**config.mk**
```make
export PLATFORM = sky130hd
export DESIGN_NAME = gpio6_port
export DESIGN_NICKNAME = d
export VERILOG_FILES = /design/src/rtl/gpio6_pkg.sv /design/src/rtl/gpio6_regfile.sv /design/src/rtl/gpio6_padctl.sv /design/src/rtl/gpio6_woc.sv /design/src/rtl/gpio6_port.sv
export SDC_FILE = /design/constraint.sdc
export NUM_CORES = 1
export LEC_CHECK = 0
export BUFFER_PORTS_ARGS = -buffer_cell sky130_fd_sc_hd__buf_2
export CAP_MARGIN = 20
export CELL_PAD_IN_SITES_DETAIL_PLACEMENT = 1
export CELL_PAD_IN_SITES_GLOBAL_PLACEMENT = 1
export CORE_AREA = 2 2 50 63
export DETAILED_ROUTE_END_ITERATION = 8
export DIE_AREA = 0 0 52 65
export PLACE_DENSITY_LB_ADDON = 0.1
export SETUP_SLACK_MARGIN = 0.4
export SYNTH_ARGS = -nofsm -noshare
export SYNTH_HDL_FRONTEND = slang
export SYNTH_SLANG_ARGS = --single-unit
```
**constraint.sdc**
```tcl
create_clock -name clk -period 1.6 [get_ports clk]
set_clock_uncertainty 0.1 [all_clocks]
set_input_delay 0.08 -clock clk [delete_from_list [all_inputs] [get_ports clk]]
set_output_delay 0.08 -clock clk [all_outputs]
set_load 0.02 [all_outputs]
```
**src/rtl/gpio6_pkg.sv**
```systemverilog
package gpio6_pkg;
    // default port geometry
    localparam int NPIN_DEF   = 6;
    localparam int BUS_W_DEF  = 8;
    localparam int INONLY_DEF = 3;   // input-only pin, doubles as reset
    localparam int OVR_DEF    = 2;   // pin whose driver has an option override
    // pins sharing the group pull-up and wake-on-change control
    localparam logic [NPIN_DEF-1:0] GRP_MASK_DEF = 6'b001011;
endpackage

```
**src/rtl/gpio6_regfile.sv**
```systemverilog
module gpio6_regfile #(
    parameter int NPIN  = gpio6_pkg::NPIN_DEF,
    parameter int BUS_W = gpio6_pkg::BUS_W_DEF
) (
    input  logic             clk,
    input  logic             rst_n,
    input  logic             lat_we,
    input  logic [BUS_W-1:0] lat_wdata,
    input  logic             dir_we,
    input  logic [BUS_W-1:0] dir_wdata,
    output logic [NPIN-1:0]  lat_q,
    output logic [NPIN-1:0]  dir_q
);
    typedef struct packed {
        logic [NPIN-1:0] lat;
        logic [NPIN-1:0] dir;
    } regs_t;

    regs_t st_d, st_q;

    // upper bus bits have no storage behind them
    logic unused_hi;
    assign unused_hi = ^{lat_wdata[BUS_W-1:NPIN], dir_wdata[BUS_W-1:NPIN]};

    always_comb begin
        st_d = st_q;
        if (lat_we) st_d.lat = lat_wdata[NPIN-1:0];
        if (dir_we) st_d.dir = dir_wdata[NPIN-1:0];
    end

    always_ff @(posedge clk or negedge rst_n) begin
        if (!rst_n) begin
            st_q.lat <= '0;
            st_q.dir <= '1;
        end else begin
            st_q <= st_d;
        end
    end

    assign lat_q = st_q.lat;
    assign dir_q = st_q.dir;
endmodule

```
**src/rtl/gpio6_padctl.sv**
```systemverilog
module gpio6_padctl #(
    parameter int              NPIN       = gpio6_pkg::NPIN_DEF,
    parameter int              INONLY_IDX = gpio6_pkg::INONLY_DEF,
    parameter int              OVR_IDX    = gpio6_pkg::OVR_DEF,
    parameter logic [NPIN-1:0] GRP_MASK   = gpio6_pkg::GRP_MASK_DEF
) (
    input  logic [NPIN-1:0] lat_q,
    input  logic [NPIN-1:0] dir_q,
    input  logic [NPIN-1:0] alt_eff,
    input  logic            ovr,
    input  logic            pu_en,
    input  logic            rst_pin_en,
    output logic [NPIN-1:0] pad_oe,
    output logic [NPIN-1:0] pad_out,
    output logic [NPIN-1:0] pad_pu
);
    assign pad_out = lat_q;

    for (genvar i = 0; i < NPIN; i++) begin : g_pin
        // driver enable per pin variant
        if (i == INONLY_IDX) begin : g_inonly
            logic unused_pin;
            assign unused_pin = dir_q[i] ^ alt_eff[i];
            assign pad_oe[i]  = 1'b0;
        end else if (i == OVR_IDX) begin : g_ovr
            assign pad_oe[i] = ~dir_q[i] & ~alt_eff[i] & ~ovr;
        end else begin : g_plain
            assign pad_oe[i] = ~dir_q[i] & ~alt_eff[i];
        end

        // weak pull-up per pin variant
        if (GRP_MASK[i] && i == INONLY_IDX) begin : g_pu_rst
            assign pad_pu[i] = pu_en | rst_pin_en;
        end else if (GRP_MASK[i]) begin : g_pu_grp
            assign pad_pu[i] = pu_en;
        end else begin : g_pu_none
            assign pad_pu[i] = 1'b0;
        end
    end
endmodule

```
**src/rtl/gpio6_woc.sv**
```systemverilog
module gpio6_woc #(
    parameter int              NPIN       = gpio6_pkg::NPIN_DEF,
    parameter int              INONLY_IDX = gpio6_pkg::INONLY_DEF,
    parameter logic [NPIN-1:0] GRP_MASK   = gpio6_pkg::GRP_MASK_DEF
) (
    input  logic            clk,
    input  logic            rst_n,
    input  logic            rd,
    input  logic [NPIN-1:0] pad_in,
    input  logic            woc_en,
    input  logic            rst_pin_en,
    output logic            wake
);
    typedef struct packed {
        logic [NPIN-1:0] snap;
        logic            wake;
    } woc_t;

    woc_t st_d, st_q;
    logic [NPIN-1:0] watch;

    for (genvar i = 0; i < NPIN; i++) begin : g_watch
        if (i == INONLY_IDX) begin : g_rst
            assign watch[i] = GRP_MASK[i] & ~rst_pin_en;
        end else begin : g_grp
            assign watch[i] = GRP_MASK[i];
        end
    end

    always_comb begin
        st_d = st_q;
        // compare against the reference held before this edge
        st_d.wake = woc_en & (|((pad_in ^ st_q.snap) & watch));
        if (rd) st_d.snap = pad_in;
    end

    always_ff @(posedge clk or negedge rst_n) begin
        if (!rst_n) st_q <= '0;
        else        st_q <= st_d;
    end

    assign wake = st_q.wake;
endmodule

```
**src/rtl/gpio6_port.sv**
```systemverilog
module gpio6_port #(
    parameter int              NPIN       = gpio6_pkg::NPIN_DEF,
    parameter int              BUS_W      = gpio6_pkg::BUS_W_DEF,
    parameter int              INONLY_IDX = gpio6_pkg::INONLY_DEF,
    parameter int              OVR_IDX    = gpio6_pkg::OVR_DEF,
    parameter logic [NPIN-1:0] GRP_MASK   = gpio6_pkg::GRP_MASK_DEF
) (
    input  logic             clk,
    input  logic             rst_n,
    input  logic             lat_we_i,
    input  logic [BUS_W-1:0] lat_wdata_i,
    input  logic             dir_we_i,
    input  logic [BUS_W-1:0] dir_wdata_i,
    input  logic             rd_i,
    output logic [BUS_W-1:0] rd_data_o,
    input  logic [NPIN-1:0]  altfn_i,
    input  logic             rst_pin_en_i,
    input  logic             pu_en_i,
    input  logic             woc_en_i,
    input  logic             gp2_ovr_i,
    output logic [NPIN-1:0]  pad_oe_o,
    output logic [NPIN-1:0]  pad_out_o,
    input  logic [NPIN-1:0]  pad_in_i,
    output logic [NPIN-1:0]  pad_pu_o,
    output logic             wake_o
);
    localparam logic [NPIN-1:0] RST_BIT = NPIN'(1) << INONLY_IDX;

    logic [NPIN-1:0] lat_q, dir_q, alt_eff;

    // reset-pin mode counts as an alternate function of the input-only pin
    assign alt_eff = altfn_i | (rst_pin_en_i ? RST_BIT : '0);

    gpio6_regfile #(.NPIN(NPIN), .BUS_W(BUS_W)) u_regs (
        .clk       (clk),
        .rst_n     (rst_n),
        .lat_we    (lat_we_i),
        .lat_wdata (lat_wdata_i),
        .dir_we    (dir_we_i),
        .dir_wdata (dir_wdata_i),
        .lat_q     (lat_q),
        .dir_q     (dir_q)
    );

    gpio6_padctl #(
        .NPIN(NPIN), .INONLY_IDX(INONLY_IDX), .OVR_IDX(OVR_IDX), .GRP_MASK(GRP_MASK)
    ) u_pad (
        .lat_q      (lat_q),
        .dir_q      (dir_q),
        .alt_eff    (alt_eff),
        .ovr        (gp2_ovr_i),
        .pu_en      (pu_en_i),
        .rst_pin_en (rst_pin_en_i),
        .pad_oe     (pad_oe_o),
        .pad_out    (pad_out_o),
        .pad_pu     (pad_pu_o)
    );

    gpio6_woc #(
        .NPIN(NPIN), .INONLY_IDX(INONLY_IDX), .GRP_MASK(GRP_MASK)
    ) u_woc (
        .clk        (clk),
        .rst_n      (rst_n),
        .rd         (rd_i),
        .pad_in     (pad_in_i),
        .woc_en     (woc_en_i),
        .rst_pin_en (rst_pin_en_i),
        .wake       (wake_o)
    );

    // live, unlatched read path
    for (genvar b = 0; b < BUS_W; b++) begin : g_rd
        if (b < NPIN) begin : g_pin
            assign rd_data_o[b] = pad_in_i[b] & ~alt_eff[b];
        end else begin : g_pad
            assign rd_data_o[b] = 1'b0;
        end
    end
endmodule

```
* Yosys cells after proc, flatten, opt, wreduce, memory -nomap -nowiden
Cells that the tools add are included.
W data, S select, Z words.
** Operators by class
- Muxes and demuxes :: 1
- Bitwise logic cells :: 30
- Reductions and logical operators :: 1
** Operator list (count)
- $and A1 B1 Y1 :: 13
- $not A1 Y1 :: 13
- $and A6 B4 Y6 :: 1
- $or A6 B4 Y6 :: 1
- $reduce_or A6 Y1 :: 1
- $xor A6 B6 Y6 :: 1
- $mux W4 :: 1
- $or A1 B1 Y1 :: 1
** Word-level totals
- Flip-flop bits (word level) :: 19
- Bits of input ports :: 37
- Output and inout port bits :: 27
- Logic and storage cells :: 36

* Logic depth before layout (Yosys ltp)
Gate-level depths: netlist (run 1).
- Word-level depth :: 5
- Depth in mapped cells :: 3
- Mapped depth without buffers :: 3

* Modules after synthesis
Synthesis (run 1) repeated with hierarchy kept, for this count alone.
** Unflattened totals
- Cells, all modules :: 67
- Area total of the unflattened synthesis :: 867.1 sq um
** Modules (own cells, without submodules)
- gpio6_regfile :: times used 1, cells each 26, area each 510.5 sq um, seq. area each 307.8 sq um
- gpio6_woc :: times used 1, cells each 12, area each 172.7 sq um, seq. area each 100.1 sq um
- gpio6_padctl :: times used 1, cells each 19, area each 120.1 sq um, seq. area each 0.0 sq um
- gpio6_port :: times used 1, cells each 10, area each 63.8 sq um, seq. area each 0.0 sq um

* Worst setup path after synthesis (run 1)
OpenSTA, ideal clock, no wires.
- Kind :: flip-flop to output port
- Start point :: register u_regs.st_q, in the netlist u_regs.dir_q[2]
- End point :: output pad_oe_o[2]
- Arrival time :: 0.837 ns
- Required time :: 1.420 ns
- Slack :: 0.583 ns
- Cell stages (with the launch flop) :: 2
- Buffers on the path :: 0
- Cells stage by stage :: dfstp_2 -> nor3_1
** Between the ends
- Longest elaborated chain between the ends :: 3
** RTL lines
- start: declaration :: line gpio6_regfile.sv:19 : regs_t st_d, st_q;
- start signal: assignment :: line gpio6_regfile.sv:36 : st_q <= st_d;
- $not A1 Y1 :: line gpio6_padctl.sv:26 : assign pad_oe[i] = ~dir_q[i] & ~alt_eff[i] & ~ovr;
- $and A1 B1 Y1 (2 in a row) :: line gpio6_padctl.sv:26
- end: declaration :: line gpio6_port.sv:21 : output logic [NPIN-1:0] pad_oe_o,
Every way passes these cells.

* Worst setup path in the final report (run 1)
Ends and elaborated chain as after synthesis.

==> out/qor.txt, run 1 <==
critical path type -> reg2out
DR DRC count -> 0
Placer Congestion -> 0.641
worst-path fanout max -> 2
Reg-to-Reg Start -> u_woc.st_q[2]
Reg area -> 382 um^2
pwr dens -> 751 nW/um^2
top sig layer -> met4
Synth Area per Inst -> 13.2 um^2
DIE AREA -> 3380 um^2
met2 WL -> 853 um
Final min period -> 1.17 ns
Root Driver -> clkbuf_4
final wirelength -> 1640 um
Initial Util -> 26.1%
hold path start -> dir_we_i
sequential share of the synthesized area -> 51.5%
WHS Endpoint -> u_regs.dir_q[0]
setup TNS -> 0 ns
R2R setup slack -> 0.56 ns
IO buf count -> 52
Reg2Reg Depth -> 2
max-cap viol count -> 0
Ys Warns -> 0
Hold/Removal Path Class -> in2reg
Sink Count -> 15
Max clock buf depth -> 2
largest net degree at the start of global routing -> 16
P&R area growth vs syn -> 65.2%
clk slew on worst S/H paths -> 0.08 ns
Clk Latency, worst-skew pair -> 0.27 ns
CTS tree -> built
IR Drop Worst-Case VDD -> 0.000372 V
first-pass GRT wire length -> 2620 um
placeable core area -> 2840 um^2
worst endpoint required time -> 1.42 ns
die height -> 65 um
DR vias/cell -> 3.96
hold path depth -> 2
Metal-1 WL -> 600 um
# diodes -> 0
r2r endpoint -> u_woc.wake
vias post-DR -> 638
DR WL met3 -> 164 um
final worst-path setup slack -> 0.430 ns
initial antenna violation count -> 0
Setup crit end kind -> primary output
total chip power -> 0.919 mW
pre-CTS WS -> 0.568 ns
post-synthesis cell type count -> 15
RSZ-0062 raised after global routing -> true
max frequency -> 855 MHz
Post-Syn Instances -> 56
vias in the first global route -> 645
share of layout cells above drive strength 1 -> 56.0%
Tcrit/Tclk final -> 73.1%
outcome -> finished, final reports clean
Routed WL per cell -> 10.2 um
Final Hold Viols -> 0
Static Leak -> 0.614 nW
# rows -> 22
Iter 0 DRT Violations -> 8
Post-Synthesis Cell Area -> 741 um^2
CTS H-tree depth -> 1
CP startpoint kind -> register
final setup vio count -> 0
drt pass-1 iters -> 2
GRT overflow -> 0
Max Slew Vio Count -> 0
Multi-input gate area -> 319 um^2
Post-DRT Antenna Nets -> 0
Layout Nets -> 163
FF+latch count, synth -> 15
Arr. time, crit path -> 0.99 ns
FILL cells -> 330
total I/O pin count -> 64
CTS Buf Count -> 3
all-layer global routing usage -> 10.4%
chip width -> 52 um
==> sequential cells by signal (all words and copies together) (netlist names) <==
name	flops
u_regs.lat_q	6
u_regs.dir_q	5
u_woc.st_q	3
u_woc.wake	1
==> routing by layer <==
metal | vias up | track usage [%]
met2 | 33 | 17.6
met4 | 0 | 5.92
li1 | 310 | -
met5 | - | 0
met3 | 2 | 2.76
met1 | 293 | 11.4
==> cell usage after synthesis <==
library cell / instances / area, um^2
mux2_1: 8 / 90.1
mux2_4: 6 / 90.1
nor3b_1: 1 / 7.51
xnor2_1: 1 / 8.76
dfstp_2: 5 / 131
dfrtp_1: 10 / 250
xor2_1: 2 / 17.5
or2_1: 1 / 6.26
nor2b_1: 5 / 31.3
nor3_1: 1 / 5.00
buf_6: 1 / 11.3
buf_4: 8 / 60.1
nor2_1: 5 / 18.8
o31a_1: 1 / 8.76
conb_1: 1 / 3.75
==> power breakdown <==
| part | switching, mW | leakage, nW | internal [mW] |
|---|---|---|---|
| combinational | 0.128 | 0.429 | 0.137 |
| clock | 0.110 | 0.0150 | 0.0964 |
| sequential | 0.0207 | 0.170 | 0.427 |
==> layout make-up <==
type                    instances  area share (%)
repair buffers                 69            36.9
well taps                      36            3.68
flip-flops and latches         15            31.2
clock buffers                   4            2.15
multi-input cells              37            26.1
==> cell families (layout without fill, tap and decap cells) <==
group	Yosys count	in the layout	synth area share, %
muxes	14	14	24.3
and+or+nand+nor	13	13	9.29
xor gates and xnor gates	3	3	3.55
DFF	15	15	51.5
buffers and inverters	9	73	9.63
other	1	6	0.506
AOI/OAI and AO/OA	1	1	1.18
==> placed cells by master, fill, tap and decap left out <==
cell type       n
buf_2          48
dlygate4sd3_1  17
dfrtp_1        10
mux2_1          8
mux2_4          6
conb_1          6
nor2b_1         5
dfstp_2         5
nor2_2          3
clkbuf_4        3
buf_6           3
nor2_1          2
xor2_1          2
nor3b_1         1
nor3_2          1
or2_1           1
xnor2_1         1
o31a_1          1
clkbuf_1        1
buf_4           1
==> critical path, cell delays in order, from the launching register on <==
cell and delay [ns]:
dfstp_2 0.54, nor3_2 0.03, buf_4 0.15
==> metrics by stage <==
stage / instances / hold slack [ns] / utilization, % / cell area [um^2]
3_3_place_gp: 140 / -0.0951 / 35.0 / 993
2_1_floorplan: 61 / -0.316 / - / 759
3_5_place_dp: 140 / -0.0968 / 35.0 / 993
4_1_cts: 161 / 0.0311 / 42.0 / 1190
6_report: 161 / 0.0357 / 43.2 / 1220
5_1_grt: 161 / 0.0407 / 43.2 / 1220
==> worst max-delay path by stage <==
| stage | start | end |
|---|---|---|
| floorplan | u_regs.dir_q[2] | pad_oe_o[2] |
| global placement | u_woc.st_q[2] | u_woc.wake |
| detailed placement | u_woc.st_q[2] | u_woc.wake |
| CTS | u_regs.dir_q[2] | pad_oe_o[2] |
| global route | u_regs.dir_q[2] | pad_oe_o[2] |
| finish | u_regs.dir_q[2] | pad_oe_o[2] |
==> what timing repair did <==
item                       CTS  global route
buffers inserted             0             0
gates resized for setup      0            11
setup endpoints to repair    0             4
hold buffers                17             0
hold endpoints to repair    30             0
Note: power is estimated with default switching activity, not from simulation.
==> run 2, diff against run 1 <==
Settings changed: CORE_AREA 2 2 50 63 to 2 2 54 69, DIE_AREA 0 0 52 65 to 0 0 56 71.
Clock period 1.6 ns to 1 ns, I/O delays scaled along.
==> run 2 against run 1 <==
Compared with the run above: count of clock-buffer cells in the layout stayed put; largest cell class unchanged; critical path type unchanged; clock power is 140% higher; first-iteration DRC count is 88% lower; largest power group unchanged; sequential share of layout area is 0.87 points lower; hold slack worse by 0.43 ns; die area is 18% higher; register-to-register slack worse by 0.59 ns; the flow now finishes with violations (negative hold slack, negative setup slack); via count is 4.2% lower; highest routed layer unchanged; utilization is 5.0 points lower.
==> out/qor.txt, run 2 (synthesis gave the netlist of run 1 again) <==
outcome -> finished, violations left
failing checks -> negative hold slack, negative setup slack
max frequency -> 909 MHz
DR vias/cell -> 4.07
clk slew on worst S/H paths -> 0.06 ns
largest net degree at the start of global routing -> 16
GRT overflow -> 0
FILL cells -> 373
Post-DRT Antenna Nets -> 0
Hold/Removal Path Class -> in2async
Final Hold Viols -> 30
Initial Util -> 22.0%
CTS Buf Count -> 3
commonest cells after routing, fill and taps aside -> buf_2, buf_6, mux2_4
final worst-path setup slack -> -0.101 ns
Setup crit end kind -> primary output
setup TNS -> -0.494 ns
placeable core area -> 3360 um^2
chip width -> 56 um
final hold slack -> -0.396 ns
IO buf count -> 52
Arr. time, crit path -> 0.95 ns
all-layer global routing usage -> 9.20%
max-cap viol count -> 0
first-pass GRT wire length -> 2820 um
commonest non-fill, non-tap cell in the layout -> buf_2
Pint -> 1.26 mW
IR Drop Worst-Case VDD -> 0.000548 V
Iter 0 DRT Violations -> 1
Layout Cells excl Fill -> 150
pwr dens -> 1340 nW/um^2
P&R area growth vs syn -> 73.3%
Placer Congestion -> 0.638
Sink Count -> 15
Max Slew Vio Count -> 0
Reg area -> 389 um^2
DP Wirelength -> 1400 um
total I/O pin count -> 64
Multi-input gate area -> 378 um^2
sequential share of power -> 42.6%
# diodes -> 0
vias in the first global route -> 648
Reg-to-Reg Start -> u_woc.st_q[2]
Max clock buf depth -> 2
share of layout cells above drive strength 1 -> 82.0%
worst endpoint required time -> 0.85 ns
final setup vio count -> 6
CP startpoint kind -> register
Tcrit/Tclk final -> 110%
Layout Nets -> 149
DIE AREA -> 3980 um^2
Static Leak -> 0.638 nW
CTS H-tree depth -> 1
# rows -> 24
worst-path fanout max -> 2
RSZ-0062 raised after global routing -> true
die height -> 71 um
Routed WL per cell -> 11.9 um
pre-CTS WS -> -0.0168 ns
max reg flops -> 6
Final min period -> 1.10 ns
P_sw -> 0.467 mW
Clk pwr share -> 28.4%
initial antenna violation count -> 0
Post-Place Cell Area -> 1050 um^2
DR DRC count -> 0
Cells after DPL -> 143
Final Cell Area -> 1280 um^2
Root Driver -> clkbuf_8
Clk Latency, worst-skew pair -> 0.24 ns
final wirelength -> 1780 um
drt pass-1 iters -> 4
CTS tree -> built
vias post-DR -> 611
combinational share of power -> 29.0%
sw frac -> 27.1%
Setup crit start -> u_regs.dir_q[2]
critical path type -> reg2out
-- run 2: metrics by stage --
step	utilization, %	total power [mW]
after global routing	38.2	1.81
after floorplan	-	0.988
final	38.2	1.72
after CTS	36.6	1.73
after global placement	31.2	1.12
after detailed placement	31.2	1.13
-- run 2: power groups by stage --
stage               Sequential (mW)  Clock, mW  Combinational, mW
finish                        0.734      0.490              0.500
global route                  0.742      0.536              0.533
CTS                           0.735      0.516              0.481
detailed placement            0.734          0              0.392
global placement              0.734          0              0.386
floorplan                     0.768          0              0.219
-- run 2: path summary, 6_finish.rpt --
path | endpoint | slack [ns] | depth (start not counted)
setup / recovery | pad_oe_o[2] | -0.10 | 2
hold / removal | u_regs.lat_q[4] | -0.40 | 1
setup reg to reg | u_woc.wake | -0.03 | 2
hold reg to reg | u_woc.st_q[1] | 0.43 | 1
max in group asynchronous | u_regs.dir_q[4] | 0.89 | 1
min in group clk | u_regs.dir_q[2] | -0.08 | 2
-- run 2: per-layer routing --
layer / wire (um) / GRT usage [%] / vias up
li1: - / - / 279
met4: 27 / 3.97 / 0
met5: 0 / 0 / -
met2: 971 / 16.7 / 30
met3: 144 / 3.11 / 4
met1: 640 / 9.49 / 298
-- run 2: what timing repair did --
item,CTS,global route
resized for setup,35,12
hold endpoints to repair,30,30
endpoints found under the setup margin,30,33
buffers inserted,2,1
pin swaps,2,0
-- run 2: area by class of cell --
type | instances | area share, %
clock buffers | 4 | 3.51
multi-input cells | 37 | 29.4
flip-flops and latches | 15 | 30.3
well taps | 39 | 3.80
repair buffers | 55 | 32.9
-- run 2: worst max-delay path, stage by stage, from the launching register on --
cell and delay [ns]:
dfstp_2 0.55, nor3_4 0.04, buf_6 0.12
==> run 3, diff against run 2 <==
Settings changed: BUFFER_PORTS_ARGS -buffer_cell sky130_fd_sc_hd__buf_2 to default, CORE_AREA 2 2 54 69 to 2 2 44 56, DIE_AREA 0 0 56 71 to 0 0 46 58, DONT_BUFFER_PORTS from default to 1, MAX_ROUTING_LAYER from default to met4.
==> run 3 against run 2 <==
Compared with the run above: worst setup slack gained 0.043 ns; critical path type is now reg2reg; cell count shrank 41%; count of clock-buffer cells in the layout is the same; hold slack gained 0.16 ns; combinational power shrank 32%; total power shrank 18%; highest routed layer unchanged; global-route usage grew 3.4 points; utilization grew 5.3 points; clock power shrank 31%; critical path depth is the same; the flow still finishes with violations (negative hold slack, negative setup slack); first-iteration DRC count shrank 100%; register-to-register slack lost 0.03 ns.
==> out/qor.txt, run 3 (synthesis gave the netlist of run 1 again) <==
worst-margin pin slew -> 0.670 ns
Max clock buf depth -> 2
max frequency -> 946 MHz
Placer Congestion -> 0.641
Sink Count -> 15
Static Leak -> 0.428 nW
setup TNS -> -0.280 ns
Hold/Removal Path Class -> in2async
CTS tree -> built
Reg-to-Reg Start -> u_woc.st_q[2]
final worst-path setup slack -> -0.0573 ns
DIE AREA -> 2670 um^2
initial antenna violation count -> 0
Slew headroom -> 55.3%
final wirelength -> 1610 um
vias in the first global route -> 534
max reg flops -> 6
IO buf count -> 0
outcome -> finished, violations left
Arr. time, crit path -> 1.12 ns
first-pass GRT wire length -> 2350 um
# diodes -> 0
Iter 0 DRT Violations -> 0
CP cell instances -> xor2_1 -> o31a_1
CTS H-tree depth -> 1
final setup vio count -> 8
GRT overflow -> 0
chip width -> 46 um
final hold slack -> -0.233 ns
pre-CTS WS -> -0.0366 ns
Final Hold Viols -> 25
total I/O pin count -> 64
commonest non-fill, non-tap cell in the layout -> mux2_4
Tcrit/Tclk final -> 106%
die height -> 58 um
Max Slew Vio Count -> 0
critical path type -> reg2reg
DR vias/cell -> 5.01
Cells after DPL -> 79
Final min period -> 1.06 ns
all-layer global routing usage -> 12.6%
Initial Util -> 34.6%
Setup crit start -> u_woc.st_q[2]
post-cts hold buffer count -> 1
Post-DRT Antenna Nets -> 0
drt pass-1 iters -> 1
Setup crit end kind -> register
Routed WL per cell -> 18.1 um
Slowest cell on crit path -> dfrtp_1
RSZ-0062 raised after global routing -> true
clk slew on worst S/H paths -> 0.09 ns
CP peak stage delay -> 0.40 ns
CTS Buf Count -> 3
largest net degree at the start of global routing -> 16
vias post-DR -> 446
P&R area growth vs syn -> 25.7%
Layout Nets -> 106
commonest cells after routing, fill and taps aside -> mux2_4, buf_6, dfrtp_2
failing checks -> negative hold slack, negative setup slack
Clk Latency, worst-skew pair -> 0.27 ns
IR Drop Worst-Case VDD -> 0.000798 V
Root Driver -> clkbuf_4
Final Util -> 43.5%
max-cap viol count -> 0
# rows -> 19
pwr dens -> 1520 nW/um^2
CP startpoint kind -> register
placeable core area -> 2140 um^2
share of layout cells above drive strength 1 -> 66.2%
worst-path fanout max -> 2
DR DRC count -> 0
worst endpoint required time -> 1.06 ns
DP Wirelength -> 1240 um
Layout Cells excl Fill -> 89
## run 3: where the power goes
part	total [mW]	internal, mW	switching, mW
Clock	0.337	0.154	0.183
Combinational	0.342	0.189	0.153
Sequential	0.741	0.689	0.0516
Total	1.42	1.03	0.388
## run 3: worst max-delay path: cells and delay by family (launching register included)
family | cells | cell delay [ns]
flip-flops | 1 | 0.40
XOR/XNOR | 1 | 0.15
AO/OA/AOI/OAI | 1 | 0.30
## run 3: layer usage
| metal | vias up | global-route usage [%] | wire length, um |
|---|---|---|---|
| met3 | 2 | 2.80 | 112 |
| met5 | - | - | 0 |
| met1 | 219 | 12.5 | 539 |
| met2 | 30 | 23.2 | 952 |
| li1 | 195 | - | - |
| met4 | 0 | 3.67 | 8 |
## run 3: final timing paths
path | end | slack (ns) | cells after the start
min reg2reg | u_regs.lat_q[2] | 0.44 | 1
max in group asynchronous | u_regs.lat_q[4] | 0.56 | 1
max | u_woc.wake | -0.06 | 2
min in group clk | u_woc.wake | -0.21 | 1
min | u_woc.st_q[4] | -0.23 | 1
max reg2reg | u_woc.wake | -0.06 | 2
## run 3: area by class of cell
type / count / area [um^2]
well taps: 21 / 26.3
clock buffers: 4 / 26.3
fillers: 234 / 1210
repair buffers: 12 / 129
flip-flops and latches: 15 / 390
multi-input cells: 37 / 359
## run 3: stage by stage
step           cell area [um^2]  total power, mW
2_1_floorplan               812            0.988
3_3_place_gp                812             1.00
3_5_place_dp                812             1.01
4_1_cts                     893             1.41
5_1_grt                     931             1.50
6_report                    931             1.42
## run 3: timing repair
action	in CTS	in global routing
endpoints found under the hold margin	30	25
setup buffers	2	3
gates resized for setup	8	5
endpoints found under the setup margin	27	42
